--- config.mk ---
export PLATFORM = sky130hd
export DESIGN_NAME = mdm_ctl_sel
export DESIGN_NICKNAME = d
export VERILOG_FILES = /design/src/rtl/mdm_pkg.sv /design/src/rtl/mdm_ctl_reg.sv /design/src/rtl/mdm_pin_drv.sv /design/src/rtl/mdm_loop_mux.sv /design/src/rtl/mdm_ctl_sel.sv
export SDC_FILE = /design/constraint.sdc
export NUM_CORES = 1
export LEC_CHECK = 0
export ABC_AREA = 1
export BUFFER_PORTS_ARGS = -buffer_cell sky130_fd_sc_hd__buf_4
export CAP_MARGIN = 0
export CORE_AREA = 2 2 39 41
export CTS_CLUSTER_SIZE = 20
export DETAILED_ROUTE_END_ITERATION = 12
export DIE_AREA = 0 0 41 43
export HOLD_SLACK_MARGIN = 0.12
export PLACE_DENSITY = 0.64
export REMOVE_ABC_BUFFERS = 1
export SLEW_MARGIN = 20
export SYNTH_ARGS = -nofsm -noshare
export SYNTH_HDL_FRONTEND = slang
export SYNTH_SLANG_ARGS = --single-unit
--- constraint.sdc ---
create_clock -name clk -period 1 [get_ports clk]
set_input_delay 0.05 -clock clk [delete_from_list [all_inputs] [get_ports clk]]
set_output_delay 0.05 -clock clk [all_outputs]
set_load 0.1 [all_outputs]
--- src/rtl/mdm_pkg.sv ---
package mdm_pkg;
  localparam int CTL_W = 5;

  typedef struct packed {
    logic loop;  // bit 4
    logic op2;   // bit 3
    logic sel;   // bit 2: pair select / user output 1
    logic rts;   // bit 1
    logic dtr;   // bit 0
  } ctl_t;
endpackage

--- src/rtl/mdm_ctl_reg.sv ---
module mdm_ctl_reg
  import mdm_pkg::*;
#(
  parameter int DATA_W = 8
) (
  input  logic              clk,
  input  logic              rst_n,
  input  logic              wr_en,
  input  logic [DATA_W-1:0] wr_data,
  output ctl_t              ctl,
  output logic [DATA_W-1:0] rd_data
);
  localparam int PAD_W = DATA_W - CTL_W;

  ctl_t ctl_q, ctl_d;

  always_comb begin
    ctl_d = ctl_q;
    if (wr_en) ctl_d = ctl_t'(wr_data[CTL_W-1:0]);
  end

  always_ff @(posedge clk or negedge rst_n) begin
    if (!rst_n) ctl_q <= '0;
    else        ctl_q <= ctl_d;
  end

  assign ctl     = ctl_q;
  assign rd_data = {{PAD_W{1'b0}}, ctl_q};

  // a write lands in the control word on the next edge
  p_write_lands_r1: assert property (@(posedge clk) disable iff (!rst_n)
    wr_en |=> (rd_data[CTL_W-1:0] == $past(wr_data[CTL_W-1:0])));
endmodule

--- src/rtl/mdm_pin_drv.sv ---
module mdm_pin_drv
  import mdm_pkg::*;
(
  input  logic clk,
  input  logic rst_n,
  input  ctl_t ctl,
  input  logic auto_fc_en,
  input  logic rx_above_thr,
  output logic dtr_int,
  output logic rts_int,
  output logic dtr_n_o,
  output logic rts_n_o
);
  logic auto_act, dtr_hold, rts_hold;
  logic dtr_n_d, rts_n_d, dtr_n_q, rts_n_q;

  always_comb begin
    auto_act = auto_fc_en & ~ctl.loop;
    dtr_hold = auto_act &  ctl.sel & rx_above_thr;
    rts_hold = auto_act & ~ctl.sel & rx_above_thr;
    dtr_int  = ctl.dtr & ~dtr_hold;
    rts_int  = ctl.rts & ~rts_hold;
    dtr_n_d  = ctl.loop | ~dtr_int;
    rts_n_d  = ctl.loop | ~rts_int;
  end

  always_ff @(posedge clk or negedge rst_n) begin
    if (!rst_n) begin
      dtr_n_q <= 1'b1;
      rts_n_q <= 1'b1;
    end else begin
      dtr_n_q <= dtr_n_d;
      rts_n_q <= rts_n_d;
    end
  end

  assign dtr_n_o = dtr_n_q;
  assign rts_n_o = rts_n_q;

  // pins parked high one edge after loopback is seen
  p_loop_park_r8: assert property (@(posedge clk) disable iff (!rst_n)
    $past(ctl.loop) |-> (dtr_n_o && rts_n_o));
  // selected DTR released while the FIFO is over threshold
  p_dtr_thr_r6: assert property (@(posedge clk) disable iff (!rst_n)
    $past(auto_fc_en && !ctl.loop && ctl.sel && rx_above_thr) |-> dtr_n_o);
  // selected RTS released while the FIFO is over threshold
  p_rts_thr_r5: assert property (@(posedge clk) disable iff (!rst_n)
    $past(auto_fc_en && !ctl.loop && !ctl.sel && rx_above_thr) |-> rts_n_o);
endmodule

--- src/rtl/mdm_loop_mux.sv ---
module mdm_loop_mux
  import mdm_pkg::*;
(
  input  ctl_t ctl,
  input  logic dtr_int,
  input  logic rts_int,
  input  logic auto_fc_en,
  input  logic cts_n_i,
  input  logic dsr_n_i,
  input  logic ri_n_i,
  input  logic dcd_n_i,
  output logic st_cts,
  output logic st_dsr,
  output logic st_ri,
  output logic st_dcd,
  output logic tx_allow
);
  always_comb begin
    if (ctl.loop) begin
      st_cts = rts_int;
      st_dsr = dtr_int;
      st_ri  = ctl.sel;
      st_dcd = ctl.op2;
    end else begin
      st_cts = ~cts_n_i;
      st_dsr = ~dsr_n_i;
      st_ri  = ~ri_n_i;
      st_dcd = ~dcd_n_i;
    end
    tx_allow = ~auto_fc_en | (ctl.sel ? st_dsr : st_cts);
  end
endmodule

--- src/rtl/mdm_ctl_sel.sv ---
module mdm_ctl_sel
  import mdm_pkg::*;
#(
  parameter int DATA_W = 8
) (
  input  logic              clk,
  input  logic              rst_n,
  input  logic              wr_en,
  input  logic [DATA_W-1:0] wr_data,
  output logic [DATA_W-1:0] rd_data,
  input  logic              auto_fc_en,
  input  logic              rx_above_thr,
  input  logic              cts_n_i,
  input  logic              dsr_n_i,
  input  logic              ri_n_i,
  input  logic              dcd_n_i,
  output logic              dtr_n_o,
  output logic              rts_n_o,
  output logic              st_cts,
  output logic              st_dsr,
  output logic              st_ri,
  output logic              st_dcd,
  output logic              tx_allow
);
  ctl_t ctl;
  logic dtr_int, rts_int;

  mdm_ctl_reg #(.DATA_W(DATA_W)) u_reg (
    .clk(clk), .rst_n(rst_n), .wr_en(wr_en), .wr_data(wr_data),
    .ctl(ctl), .rd_data(rd_data)
  );

  mdm_pin_drv u_pins (
    .clk(clk), .rst_n(rst_n), .ctl(ctl), .auto_fc_en(auto_fc_en),
    .rx_above_thr(rx_above_thr), .dtr_int(dtr_int), .rts_int(rts_int),
    .dtr_n_o(dtr_n_o), .rts_n_o(rts_n_o)
  );

  mdm_loop_mux u_mux (
    .ctl(ctl), .dtr_int(dtr_int), .rts_int(rts_int), .auto_fc_en(auto_fc_en),
    .cts_n_i(cts_n_i), .dsr_n_i(dsr_n_i), .ri_n_i(ri_n_i), .dcd_n_i(dcd_n_i),
    .st_cts(st_cts), .st_dsr(st_dsr), .st_ri(st_ri), .st_dcd(st_dcd),
    .tx_allow(tx_allow)
  );

  // transmitter held when the selected handshake input is inactive
  p_tx_hold_r10: assert property (@(posedge clk) disable iff (!rst_n)
    (auto_fc_en && ((rd_data[2] && !st_dsr) || (!rd_data[2] && !st_cts))) |-> !tx_allow);
  // without automatic flow control the pins mirror the stored bits
  p_gp_pins_r7: assert property (@(posedge clk) disable iff (!rst_n)
    $past(!auto_fc_en && !rd_data[4]) |->
      (dtr_n_o == !$past(rd_data[0]) && rts_n_o == !$past(rd_data[1])));
  // upper read-back bits stay zero
  p_pad_zero_r1: assert property (@(posedge clk) disable iff (!rst_n)
    rd_data[DATA_W-1:CTL_W] == '0);
endmodule

======== After elaboration in Yosys (flattened, before gate mapping) ========
Index checks and enable logic that the tools add are counted.
cells by class
  bitwise logic cells ..................... 21
  reductions and logical operators ........ 0
  order comparisons ....................... 0
  eq/ne operators ......................... 0
  shift operators ......................... 0
  multiply operators ...................... 0
  multiplexer cells ....................... 5
  add/sub/neg operators ................... 0
  div/mod/pow operators ................... 0
operators with widths
  operator          count
  1-bit inverter    11
  1-bit AND         7
  1-bit 2-to-1 mux  5
  1-bit bitwise OR  3
storage, ports and cells
  ROM bits ................................ 0
  memories ................................ 0
  register bits after elaboration ......... 7
  latch bits .............................. 0
  output and inout port bits .............. 15
  bits in writable memories ............... 0

======== Logic depth before layout (Yosys ltp) ========
  word-level depth ........................ 9
  mapped depth ............................ 4
  depth with buffers taken out ............ 4

======== Cells and area by module ========
Synthesis repeated with hierarchy kept, for this count alone.
second synthesis, totals
  cell total of the unflattened synthesis .. 62
  area total of the unflattened synthesis .. 447.9 µm²
by module, submodules not included
  module        cells each  area each (µm²)  instances  seq. area each (µm²)
  mdm_ctl_reg   30          249.0            1          125.1
  mdm_pin_drv   15          121.4            1          52.6
  mdm_loop_mux  17          77.6             1          0.0

======== Least setup slack after synthesis ========
No wires, ideal clock.
  path kind ............................... register to output
  start ................................... register u_reg.ctl_q (netlist bit u_reg.ctl[4])
  end ..................................... output port st_dcd
  slack ................................... -2136 ps
  data required time ...................... 950 ps
  arrival ................................. 3086 ps
  stages on the path, launching flop included .. 2
  path through ............................ dfrtp_1 o21ai_0
on the way
  longest elaborated chain between the ends .. 1
RTL lines
  element                   line                RTL
  start: declaration        mdm_ctl_reg.sv:15   ctl_t ctl_q, ctl_d;
  start signal: assignment  mdm_ctl_reg.sv:24   else ctl_q <= ctl_d;
  1-bit 2-to-1 mux          mdm_loop_mux.sv:19  if (ctl.loop) begin
  end: declaration          mdm_ctl_sel.sv:22   output logic st_dcd,
No other way between the ends.

======== Worst setup path in the final report ========
  start ................................... register u_reg.ctl_q (netlist bit u_reg.ctl[4])
  end ..................................... output port tx_allow
on the way
  longest elaborated chain between the ends .. 9
RTL lines
  element                                    line                                  RTL
  1-bit inverter                             mdm_pin_drv.sv:18                     auto_act = auto_fc_en & ~ctl.loop;
  1-bit AND                                  mdm_pin_drv.sv:18
  1-bit AND (on tied branches) (2 in a row)  mdm_pin_drv.sv:20, mdm_pin_drv.sv:19
  1-bit inverter (on tied branches)          mdm_pin_drv.sv:22, mdm_pin_drv.sv:21
  1-bit AND (on tied branches)               mdm_pin_drv.sv:22, mdm_pin_drv.sv:21
  1-bit 2-to-1 mux                           mdm_loop_mux.sv:19
  1-bit 2-to-1 mux *                         mdm_loop_mux.sv:30                    tx_allow = ~auto_fc_en | (ctl.sel ? st_dsr : st_cts);
  1-bit bitwise OR *                         mdm_loop_mux.sv:30
  end: declaration                           mdm_ctl_sel.sv:23                     output logic tx_allow
Every way passes the cells marked *; elsewhere a longest branch is shown, timed or not.

==> summary.md <==
| Metric | Value |
|---|---|
| Crit. Startpoint | u_reg.ctl[4] |
| DIE HEIGHT | 43 microns |
| Nets@finish | 104 |
| Power density cells | 1619 nW/um^2 |
| Failing checks | negative setup slack |
| Max FO, Critical Path | 6 |
| Worst Skew | 0.01097 ns |
| Grt ovf | 0 |
| Final count of hold timing violations | 0 |
| CTS Buf Count | 3 |
| Worst vdd ir | 1224 uV |
| Fin. max-slew vios | 0 |
| EDFF count, synth | 0 |
| Status | complete, but fails checks |
| Total GRT Usage | 16.60% |
| Post-synth top cells | 9 x nand2_1, 7 x nand3_1, 6 x o21ai_0 |
| Num rows | 14 |
| Netlist cell types | 15 |
| Clock Pin Slew Worst Setup and Hold Paths | 0.06 ns |
| Final setup viols | 10 |
| Vias per std cell | 4.539 |
| DR DRC count | 0 |
| I/O Buffers | 25 |
| Final period util | 129.4% |
| Register area share after synthesis | 48.30% |
| Final setup TNS | -1.525 ns |
| Worst hold path type | in -> async |
| Layout cells sized above 1 | 61.63% |
| Post-Synth XOR/XNOR Area | 0% |
| Via count | 463 |
| Clock Tree Buf Depth | 2 |
| Mux cell area share after synthesis | 3.061% |
| Starting DRT DRC Count | 7 |
| Count leader, synth | nand2_1 |
| Antenna viol nets, final | 0 |
| Gp weighted congestion | 0.8029 |
| Clock sink count | 7 |
| Fin worst setup slack | -0.2935 ns |
| First-pass GRT wire length | 1911 microns |
| Cell count after placement | 87 |
| Top cell type's share of synthesized area | 34.01% |
| Post-synthesis adder-cell area fraction | 0% |
| Largest area contributor in the netlist | dfrtp_1 |
| Final std cells w/o fill | 102 |
| Cell area after synthesis | 367.9 sq um |
| H-Tree Depth | 1 |
| WP data required | 0.95 ns |
| Clk_lat worst skew | 0.26 ns |
| Post-DP Area | 579.3 sq um |
| RSZ-0062 raised after global routing | true |
| Yosys Warn Count | 0 |
| Critical path class | reg -> out |
| Startpoint types | flip-flop |
| Syn Inst Count | 44 |
| Post-Synth Simple-Gate Area | 25.17% |
| Number of global-route vias before repair | 455 |
| CTS tree | built |
| Initial antenna violation count | 0 |
| Compound-gate portion of the synthesized area | 8.163% |
| Post-synthesis area per instance | 8.360 sq um |
| Reg2reg start | u_reg.ctl[4] |
| Largest net degree at the start of global routing | 10 |
| Initial Util | 26.58% |
| Root buffer cell | clkbuf_4 |
| Core Region | 1384 sq um |
| Tmin final | 1.294 ns |
| Final Cell Area | 915.9 sq um |
| Diodes inserted | 0 |
| Worst setup EP type | output pin |
| Synth async-reset ratio | 100.0% |
| Die footprint | 1763 sq um |
| Worst path arrival time | 1.24 ns |
| Largest family of logic cells by synthesized area | simple AND/OR/NAND/NOR gates |
| Ports | 32 |
| HPWL after DPL | 713.2 microns |
| Max Cap Viol | 0 |
| Fmax | 773.1 MHz |
| Chip width | 41 microns |
| Drt total wl | 1253 microns |
| Synth Register Bits | 7 |
| Drt pass-1 iters | 4 |
| Area contributors post-synth | dfrtp_1 34%, dfstp_2 14%, nand3_1 9.5% |
| Area growth from synthesis to layout | 149.0% |
| Routed wire per std cell | 12.28 microns |
| Pleak | 0.4363 nW |
| Top_reg_cell synth | dfrtp_1 |
[routing by layer]
metal  track usage (%)  vias to the layer above  share of wire [%]
li1                  -                      221                  -
met1             18.81                      215                 36
met2             26.88                       25                 55
met3             9.424                        2                7.3
met4             2.000                        0                1.1
met5                 0                        -                  0
[path summary, 6_finish.rpt]
kind	endpoint	slack, ns	depth (start not counted)
worst min register to register	u_pins.rts_n_o	0.53	2
max in group asynchronous	u_pins.rts_n_o	0.66	2
worst max-delay path	tx_allow	-0.29	4
min in group clk	u_pins.rts_n_o	0.19	5
worst max register to register	u_pins.dtr_n_o	-0.02	5
worst min-delay path	u_reg.ctl[0]	0.14	2
[sequential cells by signal, summed over array words and instances (netlist names)]
register	cells
u_reg.ctl	5
u_pins.rts_n_o	1
u_pins.dtr_n_o	1
[stage by stage]
step | hold slack (ns) | utilization, % | worst slack [ns] | total power [W]
3_3_place_gp | -0.1353 | 41.86 | -0.09160 | 0.0009854
5_1_grt | 0.1581 | 66.18 | -0.3491 | 0.001549
3_5_place_dp | -0.1350 | 41.86 | -0.1205 | 0.0009876
2_1_floorplan | -0.2456 | - | -2.136 | 0.0008238
4_1_cts | 0.1286 | 60.76 | -0.2519 | 0.001422
6_report | 0.1363 | 66.18 | -0.2935 | 0.001483
[timing repair]
action / CTS / global route
setup buffers: 2 / 2
hold buffers: 8 / 0
endpoints found under the setup margin: 11 / 13
resized for setup: 38 / 18
endpoints found under the hold margin: 14 / 0
pin swaps: 1 / 3
[cells in the final DEF (no fill, tap or decap), drive strengths merged]
cell type and instances:
dfrtp 5, mux2 1, and2 2, o21ai 6, nand2 10, clkbuf 5
inv 5, nand3 7, dlygate4sd3 8, buf 31, dfstp 2, conb 3
nor2 1
[cell type report]
type | instances | area (sq um)
Tap cell | 16 | 20.02
Multi-Input combinational cell | 30 | 205.2
Timing Repair Buffer | 40 | 465.4
Sequential cell | 7 | 180.2
Fill cell | 104 | 467.9
Clock buffer | 4 | 26.28
Inverter | 5 | 18.77
[critical path, cell delays in order (launching register included)]
cell and delay, ns:
dfrtp_2 0.45, nand2_1 0.14, nand3_2 0.12, nand3_4 0.10, buf_12 0.17
[power breakdown]
group          switching, W  leakage [nW]  internal, W  total [W]
sequential        0.0000311        0.0791     0.000317   0.000349
clock              0.000104        0.0150     0.000152   0.000256
combinational      0.000562         0.342     0.000316   0.000879
[logic make-up (layout without fill, tap and decap cells)]
logic type / count (synthesis) / in the layout
AOI/OAI and AO/OA: 6 / 6
buffers and inverters: 9 / 49
DFF: 7 / 7
muxes: 1 / 1
other: 1 / 3
and+or+nand+nor: 20 / 20
Power figures use the tool's default switching activity.
